===== src/rtl/iosmi_pkg.sv =====
package iosmi_pkg;
  localparam int PORT_W   = 16;
  localparam int LEN_W    = 3;
  localparam int KIND_W   = 4;
  localparam int ADDR_W   = 32;
  localparam int WORD_W   = 32;
  localparam int FLAG_BIT = 0;
  localparam int LEN_LSB  = 1;
  localparam int KIND_LSB = LEN_LSB + LEN_W;
  localparam int RSVD_LSB = KIND_LSB + KIND_W;
  localparam int PORT_LSB = WORD_W - PORT_W;
  localparam int STR_BIT  = 1;

  typedef enum logic [KIND_W-1:0] {
    K_OUT_DX   = 4'b0000,
    K_IN_DX    = 4'b0001,
    K_OUTS     = 4'b0010,
    K_INS      = 4'b0011,
    K_REP_OUTS = 4'b0110,
    K_REP_INS  = 4'b0111,
    K_OUT_IMM  = 4'b1000,
    K_IN_IMM   = 4'b1001
  } kind_e;

  typedef struct packed {
    logic              vld;
    logic [PORT_W-1:0] port;
    logic [LEN_W-1:0]  len;
    logic [KIND_W-1:0] kind;
    logic [ADDR_W-1:0] maddr;
  } cand_t;

  function automatic logic len_ok(input logic [LEN_W-1:0] l);
    return (l == 3'b001) || (l == 3'b010) || (l == 3'b100);
  endfunction

  function automatic logic kind_ok(input logic [KIND_W-1:0] k);
    case (k)
      K_OUT_DX, K_IN_DX, K_OUTS, K_INS,
      K_REP_OUTS, K_REP_INS, K_OUT_IMM, K_IN_IMM: return 1'b1;
      default: return 1'b0;
    endcase
  endfunction

  function automatic logic kind_rep(input logic [KIND_W-1:0] k);
    return (k == K_REP_OUTS) || (k == K_REP_INS);
  endfunction

  function automatic logic kind_str(input logic [KIND_W-1:0] k);
    return k[STR_BIT];
  endfunction
endpackage


===== src/rtl/iosmi_classify.sv =====
module iosmi_classify
  import iosmi_pkg::*;
(
  input  logic              io_retire,
  input  logic              rep_step,
  input  logic              other_retire,
  input  logic [LEN_W-1:0]  io_len,
  input  logic [KIND_W-1:0] io_kind,
  output logic              ev_load,
  output logic              ev_drop
);
  logic io_good;
  logic rep_good;

  always_comb begin
    io_good  = io_retire && len_ok(io_len) && kind_ok(io_kind);
    rep_good = rep_step && len_ok(io_len) && kind_rep(io_kind);
    ev_load  = io_good || rep_good;
    ev_drop  = other_retire || ((io_retire || rep_step) && !ev_load);
  end
endmodule


===== src/rtl/iosmi_tracker.sv =====
module iosmi_tracker
  import iosmi_pkg::*;
(
  input  logic              clk,
  input  logic              rst_n,
  input  logic              ev_load,
  input  logic              ev_drop,
  input  logic              smi_taken,
  input  logic [PORT_W-1:0] io_port,
  input  logic [LEN_W-1:0]  io_len,
  input  logic [KIND_W-1:0] io_kind,
  input  logic [ADDR_W-1:0] io_maddr,
  output cand_t             cand
);
  always_ff @(posedge clk) begin
    if (!rst_n) begin
      cand <= '0;
    end else if (ev_load) begin
      cand.vld   <= 1'b1;
      cand.port  <= io_port;
      cand.len   <= io_len;
      cand.kind  <= io_kind;
      cand.maddr <= kind_str(io_kind) ? io_maddr : '0;
    end else if (ev_drop || smi_taken) begin
      cand <= '0;
    end
  end

  AST_LOAD_WINS: assert property (@(posedge clk) disable iff (!rst_n)
    (ev_load && smi_taken) |=> cand.vld);
endmodule


===== src/rtl/iosmi_capture.sv =====
module iosmi_capture
  import iosmi_pkg::*;
(
  input  logic              clk,
  input  logic              rst_n,
  input  logic              smi_taken,
  input  cand_t             cand,
  output logic [WORD_W-1:0] state_q,
  output logic [ADDR_W-1:0] maddr_q
);
  logic [WORD_W-1:0] packed_w;

  always_comb begin
    packed_w = '0;
    packed_w[FLAG_BIT]                  = 1'b1;
    packed_w[LEN_LSB  +: LEN_W]         = cand.len;
    packed_w[KIND_LSB +: KIND_W]        = cand.kind;
    packed_w[RSVD_LSB +: (PORT_LSB-RSVD_LSB)] = '0;
    packed_w[PORT_LSB +: PORT_W]        = cand.port;
  end

  always_ff @(posedge clk) begin
    if (!rst_n) begin
      state_q <= '0;
      maddr_q <= '0;
    end else if (smi_taken) begin
      state_q <= cand.vld ? packed_w : '0;
      maddr_q <= cand.vld ? cand.maddr : '0;
    end
  end

  AST_FLAG_GATES: assert property (@(posedge clk) disable iff (!rst_n)
    !state_q[FLAG_BIT] |-> (state_q == '0 && maddr_q == '0));
  AST_HOLD_OUT: assert property (@(posedge clk) disable iff (!rst_n)
    !smi_taken |=> ($stable(state_q) && $stable(maddr_q)));
  AST_LEN_CODE: assert property (@(posedge clk) disable iff (!rst_n)
    state_q[FLAG_BIT] |-> ($countones(state_q[LEN_LSB +: LEN_W]) == 1));
endmodule


===== src/rtl/iosmi_state_capture.sv =====
module iosmi_state_capture
  import iosmi_pkg::*;
(
  input  logic        clk,
  input  logic        rst_n,
  input  logic        io_retire,
  input  logic        rep_step,
  input  logic        other_retire,
  input  logic        smi_taken,
  input  logic [15:0] io_port,
  input  logic [2:0]  io_len,
  input  logic [3:0]  io_kind,
  input  logic [31:0] io_maddr,
  output logic [31:0] save_state,
  output logic [31:0] save_maddr
);
  logic  ev_load;
  logic  ev_drop;
  cand_t cand;

  iosmi_classify u_classify (
    .io_retire    (io_retire),
    .rep_step     (rep_step),
    .other_retire (other_retire),
    .io_len       (io_len),
    .io_kind      (io_kind),
    .ev_load      (ev_load),
    .ev_drop      (ev_drop)
  );

  iosmi_tracker u_tracker (
    .clk       (clk),
    .rst_n     (rst_n),
    .ev_load   (ev_load),
    .ev_drop   (ev_drop),
    .smi_taken (smi_taken),
    .io_port   (io_port),
    .io_len    (io_len),
    .io_kind   (io_kind),
    .io_maddr  (io_maddr),
    .cand      (cand)
  );

  iosmi_capture u_capture (
    .clk       (clk),
    .rst_n     (rst_n),
    .smi_taken (smi_taken),
    .cand      (cand),
    .state_q   (save_state),
    .maddr_q   (save_maddr)
  );

  AST_SYNC_SEEN: assert property (@(posedge clk) disable iff (!rst_n)
    (io_retire && !other_retire && len_ok(io_len) && kind_ok(io_kind))
    ##1 (smi_taken && !other_retire) |=> save_state[FLAG_BIT]);
  AST_OTHER_DROPS: assert property (@(posedge clk) disable iff (!rst_n)
    (other_retire && !io_retire && !rep_step) ##1 (smi_taken && !io_retire && !rep_step)
    |=> !save_state[FLAG_BIT]);
  AST_NONSTR_ADDR: assert property (@(posedge clk) disable iff (!rst_n)
    (save_state[FLAG_BIT] && !save_state[KIND_LSB+STR_BIT]) |-> save_maddr == '0);
endmodule


===== config.mk =====
export PLATFORM = sky130hd
export DESIGN_NAME = iosmi_state_capture
export DESIGN_NICKNAME = d
export VERILOG_FILES = /design/src/rtl/iosmi_pkg.sv /design/src/rtl/iosmi_classify.sv /design/src/rtl/iosmi_tracker.sv /design/src/rtl/iosmi_capture.sv /design/src/rtl/iosmi_state_capture.sv
export SDC_FILE = /design/constraint.sdc
export NUM_CORES = 1
export LEC_CHECK = 0
export ABC_CLOCK_PERIOD_IN_PS = 2000
export BUFFER_PORTS_ARGS = -buffer_cell sky130_fd_sc_hd__clkbuf_2
export CAP_MARGIN = 5
export CORE_AREA = 10 10 98 100
export CTS_BUF_LIST = sky130_fd_sc_hd__clkbuf_16
export DETAILED_ROUTE_END_ITERATION = 8
export DIE_AREA = 0 0 108 110
export GPL_TIMING_DRIVEN = 0
export MAX_ROUTING_LAYER = met4
export PLACE_DENSITY = 0.87
export REMOVE_ABC_BUFFERS = 1
export SLEW_MARGIN = 10
export SYNTH_ARGS = -nofsm -noshare
export SYNTH_HDL_FRONTEND = slang
export SYNTH_SLANG_ARGS = --single-unit

===== constraint.sdc =====
create_clock -name clk -period 2 [get_ports clk]
set_input_delay 0 -clock clk [delete_from_list [all_inputs] [get_ports clk]]
set_output_delay 0 -clock clk [all_outputs]
set_load 0.03 [all_outputs]

==> results of run 1 <==
[registers in the layout (all words and copies together), names as in the netlist]
name / count
u_capture.maddr_q: 32
u_capture.state_q: 24
u_tracker.cand: 56
[critical path: stages]
cell and delay [ps]:
clkbuf_4 420, nor4_1 470, and2_2 550, buf_12 260, a22o_1 180
[layout by cell type (no fill, tap or decap), types with 2 or more instances in the layout]
master	n
clkinv_2	2
buf_12	2
clkbuf_16	9
nor2b_1	111
and2_2	2
buf_8	2
a21o_1	2
a21oi_1	55
dfxtp_1	112
inv_6	4
conb_1	8
a22o_1	53
clkbuf_2	115
dlygate4sd3_1	55
[layout make-up]
type / instances / area (µm²)
Tap cell: 102 / 128
Clock inverter: 7 / 75.1
Clock buffer: 9 / 225
Timing Repair Buffer: 177 / 1220
Sequential cell: 112 / 2240
Multi-Input combinational cell: 244 / 1610
Fill cell: 544 / 2150
[metrics by stage]
stage,utilization (%),cell area (µm²)
after floorplan,-,3850
after detailed placement,60.7,4640
after CTS,71.8,5490
after global placement,59.6,4550
after global routing,71.9,5500
final,71.9,5500
[timing repair]
action / 4_1_cts / 5_1_grt
hold endpoints to repair: 54 / 0
pin swaps: 0 / 1
gates resized for setup: 1 / 0
endpoints found under the setup margin: 2 / 11
hold buffers: 55 / 0
setup buffers: 0 / 1
[kinds of logic after synthesis]
| logic type | synth area share, % |
|---|---|
| xor+xnor | 0.217 |
| flops | 55.6 |
| other cells | 0.0930 |
| simple gates | 18.8 |
| compound gates | 19.7 |
| buf+inv | 5.25 |
| mux | 0.248 |
[power groups by stage]
stage	logic, mW	clock network (mW)	registers, mW
detailed placement	0.211	0	2.32
CTS	0.296	1.84	2.26
global route	0.324	1.90	2.27
finish	0.302	1.81	2.26
global placement	0.197	0	2.31
floorplan	0.0826	0	2.32
[metal layers]
metal	GRT usage, %	share of wire, %	routed length (µm)
met1	22.2	43	4690
met5	-	0	0
met2	29.6	49	5280
met4	6.20	2.1	229
met3	4.18	6.0	656
[final timing paths]
path | startpoint | depth (start not counted) | endpoint
worst max-delay path | smi_taken | 5 | u_tracker.cand[20]
worst min-delay path | io_len[2] | 3 | u_tracker.cand[38]
worst max register to register | u_tracker.cand[55] | 4 | u_capture.maddr_q[30]
worst min register to register | u_tracker.cand[55] | 1 | u_tracker.cand[55]
==> impl_metrics.toml, run 1 <==
[run_status]
status = "finished clean"

[logic_synthesis]
synth_edf_count = 0
synthArstFlopShare_pct = 0
synth_area_per_cell_um2 = 10.4
synth_area_leader_cell = "dfxtp_1"
ys.warnings.count = 0
synthFlopType = "dfxtp_1"
ys_seq_area_share_pct = 55.6
synth_area_um2 = 4030
synthTopCellsByArea = "dfxtp_1, nor2b_1, a22o_1"
netlist_instances = 386
synth_top_area_share_pct = 55.6
ys_seq_elements = 112
synth.most_common_cell = "dfxtp_1"
synth_common_cells = "dfxtp_1, nor2b_1, a21oi_1"
ys_types = 25

[route]
drtIter0Drc = 105
vias = 3352
routed_wl_um = 10900
postRouteAntennaNets = 0
via_per_inst = 5.15
drc_errors = 0
wl_per_cell_um = 16.7
dr.pass1.iters = 4

[power]
power_frac_comb_pct = 6.9
ir_drop_mv = 0.705
power.leakage_nw = 2.34
power.density_nw_per_um2 = 795
p_sw_uw = 978
p_seq_share_pct = 51.8
swShare_pct = 22.4
p_int_mw = 3.40
p_clk_share_pct = 41.3
power_mw = 4.37

[critical_path]
cp.arrival_ps = 1930
worstPathRequired_ps = 2280
crit_fanout = 58
ff2ff_setup_slack_ps = 600
end_kind = "register"
startpoint_type = "primary input"
critPathKind = "primary input to register"

[clock_tree]
cts_root_buf = "clkbuf_16"
cts_made_buffers = 9
clockBufferDepth = 2
clk-insertion-delay-late_ps = 340
htreeDepth = 3
clk_pin_slew_worst_paths_ps = 70
cts.sinks = 112
cts_tree = "built"

[sta]
hold_viol = 0
layout_min_cycle_time_ps = 1650
fin_skew_ps = 8.30
whs_ps = 42.0
tightest_slew_ps = 964
drv_slew = 0
rsz0062_at_grt = "no"
fmax_mhz = 607
setup_ws_ps = 351
slew_headroom_pct = 35.7
setup_viol = 0
fin_tns_setup_ps = 0
min_period_over_period_pct = 82.4

[placed_design]
dp_slack_ps = -358
port_buffers = 116
dp_cells = 579
dpl.hpwl_um = 6760
routabilityCongestion = 0.771

[cells_and_area]
antennaDiodeCount = 0
finalNetCount = 605
final_cells = 651
drive_above_1_share_pct = 26.2
syn_to_final_growth_pct = 36.5

[global_route]
grt_pass1_wl_um = 17200
grt_pass1_vias = 3484
overflow = 0
grt_max_degree = 60
grt_usage_pct = 18.4
antenna_found_initial = 0

[die]
ios = 125
initial_utilization_pct = 52.7
die_width_um = 108
num_rows = 32
die_area_um2 = 11900
die_h_um = 110
core-area_um2 = 7650

[run]
max_cap_violations = 0

[hold_path]
min_path_type = "primary input to register"
No activity file was read; power rests on OpenSTA's default activity.
==> run 2: changes to the inputs <==
--- a/config.mk
+++ b/config.mk
@@ -5,16 +5,17 @@
 export SDC_FILE = /design/constraint.sdc
 export NUM_CORES = 1
 export LEC_CHECK = 0
-export ABC_CLOCK_PERIOD_IN_PS = 2000
+export ABC_AREA = 1
+export ABC_CLOCK_PERIOD_IN_PS = 1700
 export BUFFER_PORTS_ARGS = -buffer_cell sky130_fd_sc_hd__clkbuf_2
 export CAP_MARGIN = 5
-export CORE_AREA = 10 10 98 100
+export CORE_AREA = 10 10 107 109
 export CTS_BUF_LIST = sky130_fd_sc_hd__clkbuf_16
 export DETAILED_ROUTE_END_ITERATION = 8
-export DIE_AREA = 0 0 108 110
+export DIE_AREA = 0 0 117 119
 export GPL_TIMING_DRIVEN = 0
 export MAX_ROUTING_LAYER = met4
-export PLACE_DENSITY = 0.87
+export PLACE_DENSITY = 0.84
 export REMOVE_ABC_BUFFERS = 1
 export SLEW_MARGIN = 10
 export SYNTH_ARGS = -nofsm -noshare
==> constraint.sdc (replaced) <==
create_clock -name clk -period 1.7 [get_ports clk]
set_input_delay 0 -clock clk [delete_from_list [all_inputs] [get_ports clk]]
set_output_delay 0 -clock clk [all_outputs]
set_load 0.03 [all_outputs]
==> run 2 against run 1 <==
Net effect: clock power grew 23%; core utilization fell by 5.9 points; setup slack got worse by 150 ps; sequential share of layout area decreased by 4.8 points; synthesized cell count grew 55%; critical endpoint is now u_tracker.cand[40]; area after synthesis up 20%; sequential power grew 18%.
==> impl_metrics.toml, run 2 <==
[cells_and_area]
layout_common_cells = "nand3_1, clkbuf_2, dfxtp_1"
antennaDiodeCount = 0
drive_above_1_share_pct = 28.8
syn_to_final_growth_pct = 28.9
final_cells = 843
top_register = "u_tracker.cand"
layout_commonest_cell = "nand3_1"
top_regs = "u_tracker.cand: 56 flops, u_capture.maddr_q: 32 flops, u_capture.state_q: 24 flops"
largest_reg_flops = 56
finalNetCount = 785

[logic_synthesis]
synthFlopType = "dfxtp_1"
ys_seq_elements = 112
synth.most_common_cell = "nand3_1"
synth_edf_count = 0
synthTopCellsByArea = "dfxtp_1, nand3_1, a21oi_1"
synth_top_area_share_pct = 46.3
netlist_instances = 598
ys.warnings.count = 0
ys_types = 18
synthArstFlopShare_pct = 0
synth_area_leader_cell = "dfxtp_1"
synth_area_per_cell_um2 = 8.10
synth_area_um2 = 4840
synth_common_cells = "nand3_1, dfxtp_1, a21oi_1, nand2_1, nand3_2"
ys_seq_area_share_pct = 46.3

[die]
die_area_um2 = 13900
die_h_um = 119
ios = 125
core-area_um2 = 9460
num_rows = 36
initial_utilization_pct = 51.2
die_width_um = 117

[power]
power_mw = 5.54
p_clk_share_pct = 40.0
p_int_mw = 4.18
ir_drop_mv = 0.576
power.density_nw_per_um2 = 887
swShare_pct = 24.6
power.leakage_nw = 2.50
p_seq_share_pct = 48.3
p_sw_mw = 1.36
power_frac_comb_pct = 11.7

[sta]
hold_viol = 0
slew_headroom_pct = 22.2
layout_min_cycle_time_ps = 1500
tightest_slew_ps = 1170
min_period_over_period_pct = 88.1
setup_ws_ps = 202
setup_viol = 0
rsz0062_at_grt = "no"
drv_slew = 0
fin_skew_ps = 6.59
fmax_mhz = 667
fin_tns_setup_ps = 0

[critical_path]
crit_top_cell = "nor2_1"
end_kind = "register"
critPathKind = "primary input to register"
crit_fanout = 29
worstPathRequired_ps = 1960
startpoint_type = "primary input"
path_cells = "dlygate4sd3_1 > clkbuf_2 > nor2_1 > nor2_1 > nor2_4 > buf_12 > nand3_1 > a21oi_1"
cpPeakStageDelay_ps = 530
slowest_stage = "dlygate4sd3_1"
cp.arrival_ps = 1760
reg2reg_depth = 3

[route]
postRouteAntennaNets = 0
wl_per_cell_um = 16.0
drc_errors = 0
drtIter0Drc = 454
via_per_inst = 5.43
dr.pass1.iters = 5
routed_wl_um = 13500
vias = 4578

[global_route]
grt_usage_pct = 19.4
grt_pass1_vias = 4314
antenna_found_initial = 0
grt_max_degree = 66
overflow = 0
grt_pass1_wl_um = 21800

[placed_design]
routabilityCongestion = 0.781
dp_cells = 778
port_buffers = 116
dp_slack_ps = -481
dpl.hpwl_um = 8140

[clock_tree]
cts_root_buf = "clkbuf_16"
cts_made_buffers = 9
clk_pin_slew_worst_paths_ps = 70
htreeDepth = 3
clk-insertion-delay-late_ps = 340
cts_tree = "built"
clockBufferDepth = 2
cts.sinks = 112

[hold_path]
whs_path_depth = 5
min_path_type = "primary input to register"

[run]
max_cap_violations = 0

[run_status]
status = "finished clean"
-- run 2: cell types whose count changed in the layout (fill, tap and decap cells not counted), sizes merged, moves of 2 or more --
cell         previous run  this run
nand3                   0       167
a22o                   53         0
buf                     6        10
and2                    2         0
inv                     4        39
a21o                    2         0
nand2                   1        94
nor2                    1         8
dlygate4sd3            55        48
a21oi                  56       113
nor2b                 111         0
clkinvlp                0         2
-- run 2: power by group through the flow --
stage          registers (mW)  clock network, mW  logic [mW]
2_1_floorplan            2.74                  0       0.268
3_3_place_gp             2.74                  0       0.453
3_5_place_dp             2.73                  0       0.549
4_1_cts                  2.67               2.25       0.641
5_1_grt                  2.68               2.36       0.694
6_report                 2.67               2.22       0.648
-- run 2: final cells by class --
cell class	instances	area, µm²
Inverter	38	145
Tap cell	114	143
Timing Repair Buffer	173	1270
Multi-Input combinational cell	390	2130
Sequential cell	112	2240
Clock buffer	9	225
Clock inverter	7	87.6
Fill cell	753	3210
-- run 2: what timing repair did --
item,CTS,global route
setup buffers,0,0
hold endpoints to repair,48,0
endpoints found under the setup margin,30,0
hold buffers,48,0
resized for setup,0,0
-- run 2: critical path: cells and delay by family --
family,cells,cell delay [ps]
compound gates,1,160
simple gates,4,650
buf+inv,3,930
-- run 2: worst paths after layout --
| kind | slack (ps) | start | end |
|---|---|---|---|
| worst max-delay path | 200 | io_len[1] | u_tracker.cand[40] |
| worst min-delay path | 2 | io_maddr[21] | u_tracker.cand[21] |
| worst max register to register | 340 | u_tracker.cand[55] | u_capture.maddr_q[3] |
| worst min register to register | 470 | u_capture.state_q[19] | u_capture.state_q[19] |
-- run 2: metrics by stage --
stage	util (%)	hold WS, ps	area [µm²]
final	66.0	2.25	6240
after floorplan	-	140	4480
after global placement	55.0	251	5210
after detailed placement	57.6	253	5450
after global routing	66.0	7.10	6240
after CTS	66.0	1.27	6240
-- run 2: logic make-up (layout without fill, tap and decap cells) --
group	Yosys count	in the layout	synth area share, %
buffers and inverters	104	227	11.0
AOI/OAI and AO/OA	113	113	13.2
and+or+nand+nor	268	269	29.5
other	1	8	0.0774
DFF	112	112	46.3
-- run 2: per-layer routing --
metal	vias to the layer above	part of all wire (%)	global-route usage [%]	routed length (µm)
li1	2231	-	-	-
met1	2147	43	24.7	5780
met2	183	49	30.5	6570
met3	17	7.2	3.56	969
met4	0	1.2	6.11	162
met5	-	0	-	0
==> run 3: changes to the inputs <==
--- a/config.mk
+++ b/config.mk
@@ -10,14 +10,13 @@
 export BUFFER_PORTS_ARGS = -buffer_cell sky130_fd_sc_hd__clkbuf_2
 export CAP_MARGIN = 5
 export CORE_AREA = 10 10 107 109
-export CTS_BUF_LIST = sky130_fd_sc_hd__clkbuf_16
 export DETAILED_ROUTE_END_ITERATION = 8
 export DIE_AREA = 0 0 117 119
 export GPL_TIMING_DRIVEN = 0
 export MAX_ROUTING_LAYER = met4
 export PLACE_DENSITY = 0.84
 export REMOVE_ABC_BUFFERS = 1
-export SLEW_MARGIN = 10
+export SLEW_MARGIN = 5
 export SYNTH_ARGS = -nofsm -noshare
 export SYNTH_HDL_FRONTEND = slang
 export SYNTH_SLANG_ARGS = --single-unit
==> run 3 against run 2 <==
Net effect: critical path type unchanged; maximum frequency up 2.1%; global-route usage increased by 0.91 points; largest cell class unchanged; count of clock-buffer cells in the layout grew 2; core utilization fell by 0.30 points; first-iteration DRC count is 15% lower.
==> impl_metrics.toml, run 3 (synthesis results as in run 2) <==
[run]
max_cap_violations = 0

[global_route]
grt_pass1_wl_um = 22600
overflow = 0
antenna_found_initial = 1
grt_pass1_vias = 4494
grt_max_degree = 66
grt_usage_pct = 20.3

[clock_tree]
cts_made_buffers = 9
cts_tree = "built"
clockBufferDepth = 2
clk-insertion-delay-late_ps = 360
cts.sinks = 112
cts_root_buf = "clkbuf_8"
clk_pin_slew_worst_paths_ps = 100
htreeDepth = 3

[hold_path]
whs_path_depth = 4
min_path_type = "primary input to register"

[route]
via_per_inst = 5.47
drtIter0Drc = 388
drc_errors = 0
postRouteAntennaNets = 0
vias = 4646
wl_per_cell_um = 16.3
routed_wl_um = 13900
dr.pass1.iters = 5

[power]
power.leakage_nw = 2.48
power.density_nw_per_um2 = 817
ir_drop_mv = 0.504

[cells_and_area]
layout_common_cells = "nand3_1, clkbuf_2, dfxtp_1"
top_register = "u_tracker.cand"
multi_input_area_um2 = 2130
regArea_um2 = 2240
layout_commonest_cell = "nand3_1"
n_fill_cell = 752
final_cells = 850
finalNetCount = 791
top_regs = "u_tracker.cand: 56 flops, u_capture.maddr_q: 32 flops, u_capture.state_q: 24 flops"
syn_to_final_growth_pct = 28.3
fin_util_pct = 65.7
largest_reg_flops = 56
final_cell_area_um2 = 6220
drive_above_1_share_pct = 28.7

[sta]
hold_viol = 0
rsz0062_at_grt = "no"
tightest_slew_ps = 1190
setup_ws_ps = 232
drv_slew = 0
slew_headroom_pct = 20.6
fmax_mhz = 681
setup_viol = 0
whs_ps = 103
fin_skew_ps = 7.41
min_period_over_period_pct = 86.3
layout_min_cycle_time_ps = 1470

[placed_design]
dp_cells = 778
dp_slack_ps = -494
dpl.hpwl_um = 8120
port_buffers = 116
placed_area_um2 = 5450
routabilityCongestion = 0.781

[critical_path]
slowest_stage = "buf_2"
cp.arrival_ps = 1690
cpPeakStageDelay_ps = 870
critPathKind = "primary input to register"
worstPathRequired_ps = 1920
startpoint_type = "primary input"
reg2reg_depth = 3
end_kind = "register"
crit_fanout = 59
path_cells = "buf_2 > inv_2 > buf_12 > nand2_1 > a21oi_1"

[die]
initial_utilization_pct = 51.2
die_width_um = 117
ios = 125
num_rows = 36
die_h_um = 119
die_area_um2 = 13900
core-area_um2 = 9460

[run_status]
status = "finished clean"
[run 3: cell types whose count changed in the layout (fill, tap and decap cells not counted), sizes merged]
cell / before / now
dlygate4sd3: 48 / 54
clkbuf: 124 / 126
clkinv: 2 / 1
diode: 0 / 1
inv: 39 / 38
[run 3: power by group]
part           internal (mW)  switching [mW]
sequential              2.65          0.0225
combinational          0.256           0.405
clock                  0.870           0.875
[run 3: final timing paths]
path	from	endpoint	slack (ps)
setup / recovery	smi_taken	u_capture.state_q[31]	230
hold / removal	other_retire	u_tracker.cand[36]	100
setup reg to reg	u_tracker.cand[55]	u_capture.state_q[6]	340
hold reg to reg	u_capture.maddr_q[29]	u_capture.maddr_q[29]	470
[run 3: worst max-delay path, delay by kind of cell]
family	cells	cell delay (ps)
buffers and inverters	3	1470
AND/OR/NAND/NOR	1	100
AO/OA/AOI/OAI	1	70
[run 3: layout make-up]
class | count | share of cell area (%)
clock inverter | 5 | 1.29
clock buffer | 11 | 2.27
tap | 114 | 2.29
sequential | 112 | 36.1
timing repair buffer | 179 | 21.4
inverter | 38 | 2.33
antenna | 1 | 0.0403
multi-input combinational | 390 | 34.3
[run 3: what timing repair did]
action,in CTS,in global routing
resized for setup,0,0
endpoints found under the setup margin,30,0
hold buffers,54,0
setup buffers,0,0
hold endpoints to repair,54,0
[run 3: through the flow]
| step | setup TNS (ps) | power, mW |
|---|---|---|
| floorplan | -51870 | 3.00 |
| global placement | -204100 | 3.19 |
| detailed placement | -26800 | 3.28 |
| CTS | 0 | 5.11 |
| global route | 0 | 5.28 |
| finish | 0 | 5.08 |
[run 3: layer usage]
layer | up-vias | GRT usage (%) | share of wire, %
met2 | 202 | 33.0 | 51
met4 | 0 | 5.10 | 0.84
met5 | - | - | 0
met3 | 21 | 5.42 | 7.1
met1 | 2180 | 24.4 | 41
li1 | 2243 | - | -
